## src/rtl/wincap_pkg.sv

```systemverilog
package wincap_pkg;

  typedef enum logic [1:0] {
    LVL_LOW  = 2'd0,
    LVL_HIGH = 2'd1,
    LVL_MID  = 2'd2,
    LVL_BAD  = 2'd3
  } level_e;

  typedef enum logic {
    SEQ_IDLE = 1'b0,
    SEQ_RUN  = 1'b1
  } seq_state_e;

endpackage

```

## src/rtl/wincap_sync.sv

```systemverilog
module wincap_sync #(
  parameter int W = 8
) (
  input  logic         clk,
  input  logic         rst_n,
  input  logic [W-1:0] d_i,
  output logic [W-1:0] q_o
);

  logic [W-1:0] meta_q;
  logic [W-1:0] sync_q;

  always_ff @(posedge clk or negedge rst_n) begin
    if (!rst_n) begin
      meta_q <= '0;
      sync_q <= '0;
    end else begin
      meta_q <= d_i;
      sync_q <= meta_q;
    end
  end

  assign q_o = sync_q;

endmodule

```

## src/rtl/wincap_classify.sv

```systemverilog
module wincap_classify
  import wincap_pkg::*;
#(
  parameter int NPINS = 32
) (
  input  logic [NPINS-1:0] hi_i,
  input  logic [NPINS-1:0] lo_i,
  output logic [NPINS-1:0] data_o,
  output logic [NPINS-1:0] inv_o
);

  for (genvar p = 0; p < NPINS; p++) begin : g_pin
    level_e lvl;

    always_comb begin
      unique case ({hi_i[p], lo_i[p]})
        2'b10:   lvl = LVL_HIGH;
        2'b01:   lvl = LVL_LOW;
        2'b00:   lvl = LVL_MID;
        default: lvl = LVL_BAD;
      endcase
    end

    always_comb begin
      data_o[p] = 1'b0;
      inv_o[p]  = 1'b0;
      case (lvl)
        LVL_HIGH: data_o[p] = 1'b1;
        LVL_LOW:  data_o[p] = 1'b0;
        default:  inv_o[p]  = 1'b1;
      endcase
    end

    // a flagged pin never also reports a 1
    always_comb begin
      a_r3_flag_excludes_one: assert (!(data_o[p] && inv_o[p]));
    end
  end

endmodule

```

## src/rtl/wincap_stepmem.sv

```systemverilog
module wincap_stepmem #(
  parameter int            W       = 8,
  parameter int            DEPTH   = 16,
  parameter bit            REG_RD  = 1'b1,
  parameter logic [W-1:0]  RST_VAL = '0,
  localparam int           AW      = (DEPTH > 1) ? $clog2(DEPTH) : 1
) (
  input  logic          clk,
  input  logic          rst_n,
  input  logic          we_i,
  input  logic [AW-1:0] waddr_i,
  input  logic [W-1:0]  wdata_i,
  input  logic [AW-1:0] raddr_i,
  output logic [W-1:0]  rdata_o
);

  logic [W-1:0] mem_q [DEPTH];

  always_ff @(posedge clk or negedge rst_n) begin
    if (!rst_n) begin
      for (int i = 0; i < DEPTH; i++) mem_q[i] <= RST_VAL;
    end else if (we_i) begin
      mem_q[waddr_i] <= wdata_i;
    end
  end

  if (REG_RD) begin : g_reg_rd
    logic [W-1:0] rd_q;
    always_ff @(posedge clk or negedge rst_n) begin
      if (!rst_n) rd_q <= RST_VAL;
      else        rd_q <= mem_q[raddr_i];
    end
    assign rdata_o = rd_q;
  end else begin : g_comb_rd
    assign rdata_o = mem_q[raddr_i];
  end

endmodule

```

## src/rtl/wincap_seq.sv

```systemverilog
module wincap_seq
  import wincap_pkg::*;
#(
  parameter int  DEPTH = 16,
  localparam int AW    = (DEPTH > 1) ? $clog2(DEPTH) : 1
) (
  input  logic          clk,
  input  logic          rst_n,
  input  logic          start_i,
  input  logic [AW-1:0] last_i,
  input  logic          cap_en_i,
  input  logic          inv_any_i,
  output logic          busy_o,
  output logic [AW-1:0] step_o,
  output logic          done_o,
  output logic          err_o,
  output logic          wr_o
);

  seq_state_e    state_q, state_d;
  logic [AW-1:0] step_q, step_d;
  logic [AW-1:0] last_q, last_d;
  logic          done_q, done_d;
  logic          err_q, err_d;
  logic          wr;

  always_comb begin
    state_d = state_q;
    step_d  = step_q;
    last_d  = last_q;
    done_d  = done_q;
    err_d   = err_q;
    wr      = 1'b0;
    case (state_q)
      SEQ_IDLE: begin
        if (start_i) begin
          state_d = SEQ_RUN;
          step_d  = '0;
          last_d  = last_i;
          done_d  = 1'b0;
          err_d   = 1'b0;
        end
      end
      default: begin
        if (cap_en_i) begin
          wr = 1'b1;
          if (inv_any_i) err_d = 1'b1;
          if (step_q == last_q) begin
            state_d = SEQ_IDLE;
            done_d  = 1'b1;
          end else begin
            step_d = step_q + 1'b1;
          end
        end
      end
    endcase
  end

  always_ff @(posedge clk or negedge rst_n) begin
    if (!rst_n) begin
      state_q <= SEQ_IDLE;
      step_q  <= '0;
      last_q  <= '0;
      done_q  <= 1'b0;
      err_q   <= 1'b0;
    end else begin
      state_q <= state_d;
      step_q  <= step_d;
      last_q  <= last_d;
      done_q  <= done_d;
      err_q   <= err_d;
    end
  end

  assign busy_o = (state_q == SEQ_RUN);
  assign step_o = step_q;
  assign done_o = done_q;
  assign err_o  = err_q;
  assign wr_o   = wr;

  // a strobe short of the last step moves the step on by exactly one
  a_r5_step_advance: assert property (@(posedge clk) disable iff (!rst_n)
    (busy_o && cap_en_i && step_o != last_q) |=> (busy_o && step_o == $past(step_o) + 1'b1));

  // no strobe, no movement
  a_r5_step_holds: assert property (@(posedge clk) disable iff (!rst_n)
    (busy_o && !cap_en_i) |=> (busy_o && $stable(step_o)));

  // the last capture ends the run
  a_r6_done_on_last: assert property (@(posedge clk) disable iff (!rst_n)
    (busy_o && cap_en_i && step_o == last_q) |=> (!busy_o && done_o));

  // an accepted start resets step and status
  a_r6_start_clears: assert property (@(posedge clk) disable iff (!rst_n)
    (!busy_o && start_i) |=> (busy_o && step_o == '0 && !done_o && !err_o));

  // an invalid write raises the error bit
  a_r10_err_set: assert property (@(posedge clk) disable iff (!rst_n)
    (wr_o && inv_any_i) |=> err_o);

  // the error bit is sticky until a start
  a_r10_err_sticky: assert property (@(posedge clk) disable iff (!rst_n)
    (err_o && !start_i) |=> err_o);

endmodule

```

## src/rtl/wincap_channel.sv

```systemverilog
module wincap_channel #(
  parameter int  NPINS = 32,
  parameter int  DEPTH = 16,
  localparam int AW    = (DEPTH > 1) ? $clog2(DEPTH) : 1
) (
  input  logic             clk,
  input  logic             rst_n,
  input  logic             start_i,
  input  logic [AW-1:0]    last_step_i,
  input  logic             strobe_i,
  input  logic [NPINS-1:0] cmp_hi_i,
  input  logic [NPINS-1:0] cmp_lo_i,
  input  logic             cfg_we_i,
  input  logic [AW-1:0]    cfg_addr_i,
  input  logic [NPINS-1:0] cfg_dir_i,
  input  logic [NPINS-1:0] cfg_drv_i,
  input  logic [AW-1:0]    rd_addr_i,
  output logic [NPINS-1:0] pin_oe_o,
  output logic [NPINS-1:0] pin_do_o,
  output logic             busy_o,
  output logic             done_o,
  output logic             err_o,
  output logic [NPINS-1:0] rd_data_o,
  output logic [NPINS-1:0] rd_inv_o
);

  localparam int SW = 2 * NPINS + 1;
  localparam int MW = 2 * NPINS;
  localparam logic [MW-1:0] PAT_RST = {{NPINS{1'b1}}, {NPINS{1'b0}}};

  // reset: asserted asynchronously, released on a clock edge
  logic rst_meta_n, rst_core_n;
  always_ff @(posedge clk or negedge rst_n) begin
    if (!rst_n) begin
      rst_meta_n <= 1'b0;
      rst_core_n <= 1'b0;
    end else begin
      rst_meta_n <= 1'b1;
      rst_core_n <= rst_meta_n;
    end
  end

  logic [SW-1:0]    sync_q;
  logic             strb_s;
  logic [NPINS-1:0] hi_s, lo_s;
  logic [NPINS-1:0] cap_data, cap_inv;
  logic [AW-1:0]    step;
  logic             busy, wr;
  logic [MW-1:0]    rd_word, pat_word;
  logic [NPINS-1:0] pat_dir, pat_drv;
  logic             cfg_wr_en;

  wincap_sync #(.W(SW)) u_sync (
    .clk   (clk),
    .rst_n (rst_core_n),
    .d_i   ({strobe_i, cmp_hi_i, cmp_lo_i}),
    .q_o   (sync_q)
  );

  assign strb_s = sync_q[SW-1];
  assign hi_s   = sync_q[MW-1:NPINS];
  assign lo_s   = sync_q[NPINS-1:0];

  wincap_classify #(.NPINS(NPINS)) u_cls (
    .hi_i   (hi_s),
    .lo_i   (lo_s),
    .data_o (cap_data),
    .inv_o  (cap_inv)
  );

  wincap_seq #(.DEPTH(DEPTH)) u_seq (
    .clk       (clk),
    .rst_n     (rst_core_n),
    .start_i   (start_i),
    .last_i    (last_step_i),
    .cap_en_i  (strb_s),
    .inv_any_i (|cap_inv),
    .busy_o    (busy),
    .step_o    (step),
    .done_o    (done_o),
    .err_o     (err_o),
    .wr_o      (wr)
  );

  wincap_stepmem #(.W(MW), .DEPTH(DEPTH), .REG_RD(1'b1), .RST_VAL('0)) u_capmem (
    .clk     (clk),
    .rst_n   (rst_core_n),
    .we_i    (wr),
    .waddr_i (step),
    .wdata_i ({cap_inv, cap_data}),
    .raddr_i (rd_addr_i),
    .rdata_o (rd_word)
  );

  assign cfg_wr_en = cfg_we_i & ~busy;

  wincap_stepmem #(.W(MW), .DEPTH(DEPTH), .REG_RD(1'b0), .RST_VAL(PAT_RST)) u_patmem (
    .clk     (clk),
    .rst_n   (rst_core_n),
    .we_i    (cfg_wr_en),
    .waddr_i (cfg_addr_i),
    .wdata_i ({cfg_dir_i, cfg_drv_i}),
    .raddr_i (step),
    .rdata_o (pat_word)
  );

  assign pat_dir   = pat_word[MW-1:NPINS];
  assign pat_drv   = pat_word[NPINS-1:0];
  assign rd_inv_o  = rd_word[MW-1:NPINS];
  assign rd_data_o = rd_word[NPINS-1:0];
  assign busy_o    = busy;
  assign pin_oe_o  = busy ? ~pat_dir : '0;
  assign pin_do_o  = busy ? (pat_drv & ~pat_dir) : '0;

  // a sensed pin is never driven high
  a_r7_no_drive_when_off: assert property (@(posedge clk) disable iff (!rst_core_n)
    (pin_do_o & ~pin_oe_o) == '0);

  // done and busy are never both raised
  a_r6_done_not_busy: assert property (@(posedge clk) disable iff (!rst_core_n)
    !(done_o && busy_o));

endmodule

```

## config.mk

```make
export PLATFORM = sky130hd
export DESIGN_NAME = wincap_channel
export DESIGN_NICKNAME = d
export VERILOG_FILES = /design/src/rtl/wincap_pkg.sv /design/src/rtl/wincap_sync.sv /design/src/rtl/wincap_classify.sv /design/src/rtl/wincap_stepmem.sv /design/src/rtl/wincap_seq.sv /design/src/rtl/wincap_channel.sv
export SDC_FILE = /design/constraint.sdc
export NUM_CORES = 2
export LEC_CHECK = 0
export BUFFER_PORTS_ARGS = -buffer_cell sky130_fd_sc_hd__buf_4
export CORE_MARGIN = 1.5
export CORE_UTILIZATION = 56
export CTS_CLUSTER_DIAMETER = 100
export DETAILED_ROUTE_END_ITERATION = 16
export GPL_TIMING_DRIVEN = 0
export PLACE_DENSITY = 0.88
export SLEW_MARGIN = 20
export SYNTH_ARGS = -nofsm -noshare
export SYNTH_HDL_FRONTEND = slang
export SYNTH_HIERARCHICAL = 1
export SYNTH_SLANG_ARGS = --single-unit
```

## constraint.sdc

```tcl
create_clock -name clk -period 63.5 [get_ports clk]
set_input_delay 3.175 -clock clk [delete_from_list [all_inputs] [get_ports clk]]
set_output_delay 3.175 -clock clk [all_outputs]
set_load 0.05 [all_outputs]
```

==> flow_summary.yaml <==
run_status:
  status: "completed"
critical_path:
  crit_top_cell: "clkbuf_1"
  cp_num_buf_inv: 4
  rr_startpoint: "u_seq/busy_o"
  path_cells: "clkbuf_1, clkbuf_1, buf_2, mux4_2, a22oi_1, nand2_1, nor2b_4, and2_1, buf_4"
  slowest_stage: "clkbuf_1"
  slowest_delay_ps: 920
  cp.required_ps: 60320
  critPathLaunch: "u_seq/step_o[0]"
  cpLargestDelayFamily: "buffers and inverters"
  worstPathMaxFanout: 10
  critPathKind: "register to primary output"
  critPathCaptureType: "primary output"
  cp-start-kind: "register"
  cp_data_arrival_time_ps: 5160
worst_hold_path:
  holdCritStartpoint: "u_sync/meta_q[51]"
  hp-class: "register to register"
final_layout:
  fin_nets: 6659
  final_layout_size_suffix_gt1_share_pct: 60.3
  design_area_um2: 112000
  final_common_cell: "mux2_2"
  final_cell_mix: "mux2_2, dfrtp_1, mux4_2, dfstp_2, clkbuf_1"
  area_delta_synth_final_pct: 14.0
routing:
  via_count: 57681
  wl_per_cell_um: 29.0
  viasPerCell: 6.40
  drt_iter0_drc: 5186
  detail-route-antenna-nets: 0
  first_pass_iters: 6
  wirelength_um: 261000
  drc: 0
synth:
  ys_ff_latch: 2255
  async_flop_share_pct: 100
  synthFlopType: "dfrtp_1"
  synth_seq_area_share_pct: 58.2
  syn_inst: 5944
  synth_top_family_by_area: "multiplexers"
  synthXorXnorAreaFrac_pct: 0.0446
  synth_edf_count: 0
  syn_area_per_cell_um2: 16.5
  synth_compound_area_share_pct: 2.02
  synth_cell_types: 40
  ys_warn_count: 6
  synth-simple-area-share_pct: 1.68
  synth_fp_nets: 6122
  synthAdderAreaFrac_pct: 0.421
  synthesis.area_um2: 98100
  muxShareOfSynthArea_pct: 35.3
sta:
  max_clock_freq_mhz: 120
  final-hold-violation-count: 0
  period_needed_ps: 8330
  finalSetupViolCount: 0
  worst_pin_slew_ps: 1250
  maxSlewViolCount: 0
  fin_tns_setup_ps: 0
  slew_headroom_pct: 16.6
  fin_crit_sh_pct: 13.1
  finClkSkew_ps: 32.2
  rsz0062_at_grt: "false"
global_routing:
  grt.met1_usage_pct: 35.8
  grt_overflow_total: 0
  grt_antenna_before_repair: 29
  grt_use_met2_pct: 48.4
  grt_max_degree: 65
  grt_pass1_vias: 63072
  grt_use_met3_pct: 5.71
  grt_pass1_wl_um: 394000
  busiest_layer: "met2"
  grt_usage_pct: 29.4
clock_tree:
  cts_made_buffers: 221
  holdBufCountCts: 0
  root_buffer: "clkbuf_16"
  cts_resized: 0
  cts_tree: "yes"
  path_clk_slew_ps: 60
  cts.sinks: 2255
  htreeDepth: 4
  post_cts_buffers: 0
  cts_buffer_depth: 3
  clock_latency_ps: 860
die:
  num_io_pins: 276
  fp.dieH_um: 422
  initial_core_util_pct: 56.4
  die_w_um: 422
  dieArea_um2: 178000
  core-area_um2: 174000
  rows: 153
power_and_ir_drop:
  powerDensity_nw_per_um2: 46.0
  cellLeakagePower_nw: 50.8
  peakVddDrop_uv: 46.9
place:
  port_buffers: 271
  gp_congestion: 0.826
  place_area_um2: 104000
  place_hpwl_um: 173000
job:
  cap_violations: 0
## final cells by class
type	count	area, µm²
flip-flops and latches	2255	57100
fillers	11363	62200
well taps	2325	2910
multi-input cells	3149	38700
plain buffers	507	2240
repair buffers	314	3150
clock inverters	96	1150
inverters	33	124
diodes	16	40.0
clock buffers	318	6440
## final timing paths
kind | end | slack (ps) | cells past startpoint
worst max-delay path | pin_do_o[18] | 55170 | 9
worst min-delay path | u_sync/q_o[51] | 340 | 0
worst max register to register | u_capmem/mem_q[95] | 59590 | 5
worst min register to register | u_sync/q_o[51] | 340 | 0
max in group asynchronous | u_capmem/mem_q[281] | 60000 | 8
min in group asynchronous | u_patmem/mem_q[68] | 440 | 0
## report_power, final
group,internal (W),total [W],switching [W]
registers,0.00199,0.00226,0.000267
logic,0.000763,0.00152,0.000762
clock network,0.000784,0.00136,0.000571
total,0.00354,0.00514,0.00160
## worst register-to-register path, cell delays in order (launching register included)
cell     delay [ps]
dfrtp_1        1090
and2_1          630
nand3_1         300
nor2_2          880
buf_2           500
mux2_2          400
## metrics by stage
| stage | utilization [%] | instances | hold WS (ps) | setup slack, ps | total power (W) |
|---|---|---|---|---|---|
| 2_1_floorplan | - | 5944 | 331 | 27480 | 0.00330 |
| 3_3_place_gp | 59.2 | 8540 | 336 | 16190 | 0.00367 |
| 3_5_place_dp | 59.9 | 8583 | 335 | 56050 | 0.00377 |
| 4_1_cts | 64.2 | 8997 | 346 | 55100 | 0.00514 |
| 5_1_grt | 64.3 | 9009 | 350 | 55110 | 0.00533 |
| 6_report | 64.3 | 9013 | 340 | 55170 | 0.00514 |
## logic make-up after synthesis
| logic type | Yosys count |
|---|---|
| adders and majority gates | 33 |
| other | 1 |
| DFF | 2255 |
| AOI/OAI and AO/OA | 263 |
| muxes | 2562 |
| and+or+nand+nor | 285 |
| xor gates and xnor gates | 5 |
| buffers and inverters | 540 |
## synth_stat cells (all sizes together) (4+ instances only)
cell	instances	area, µm²
a22oi	256	1920
and2	36	225
buf	275	1370
clkbuf	232	871
dfrtp	1743	43600
dfstp	512	13500
ha	33	413
inv	33	124
mux2	2048	23100
mux4	512	11500
nand2	149	559
nand2b	4	25.0
nand3b	8	72.6
nor2	24	135
nor2b	39	462
nor4	9	62.6
or3	6	37.5
xor2	5	43.8
## routing by layer
layer  wire length, µm  up-vias
met5               133        -
met4             17300       20
met3             17800      856
met2            130000     2632
met1             95400    30984
li1                  -    23189
## flip-flops by register name (all words and copies together) (netlist names), 4 cells and up
register / cells
u_seq/last_q: 4
u_capmem/rdata_o: 64
u_seq/step_o: 4
u_capmem/mem_q: 1024
u_sync/meta_q: 65
u_patmem/mem_q: 1024
u_sync/q_o: 65
Note: power is estimated with default switching activity, not from simulation.
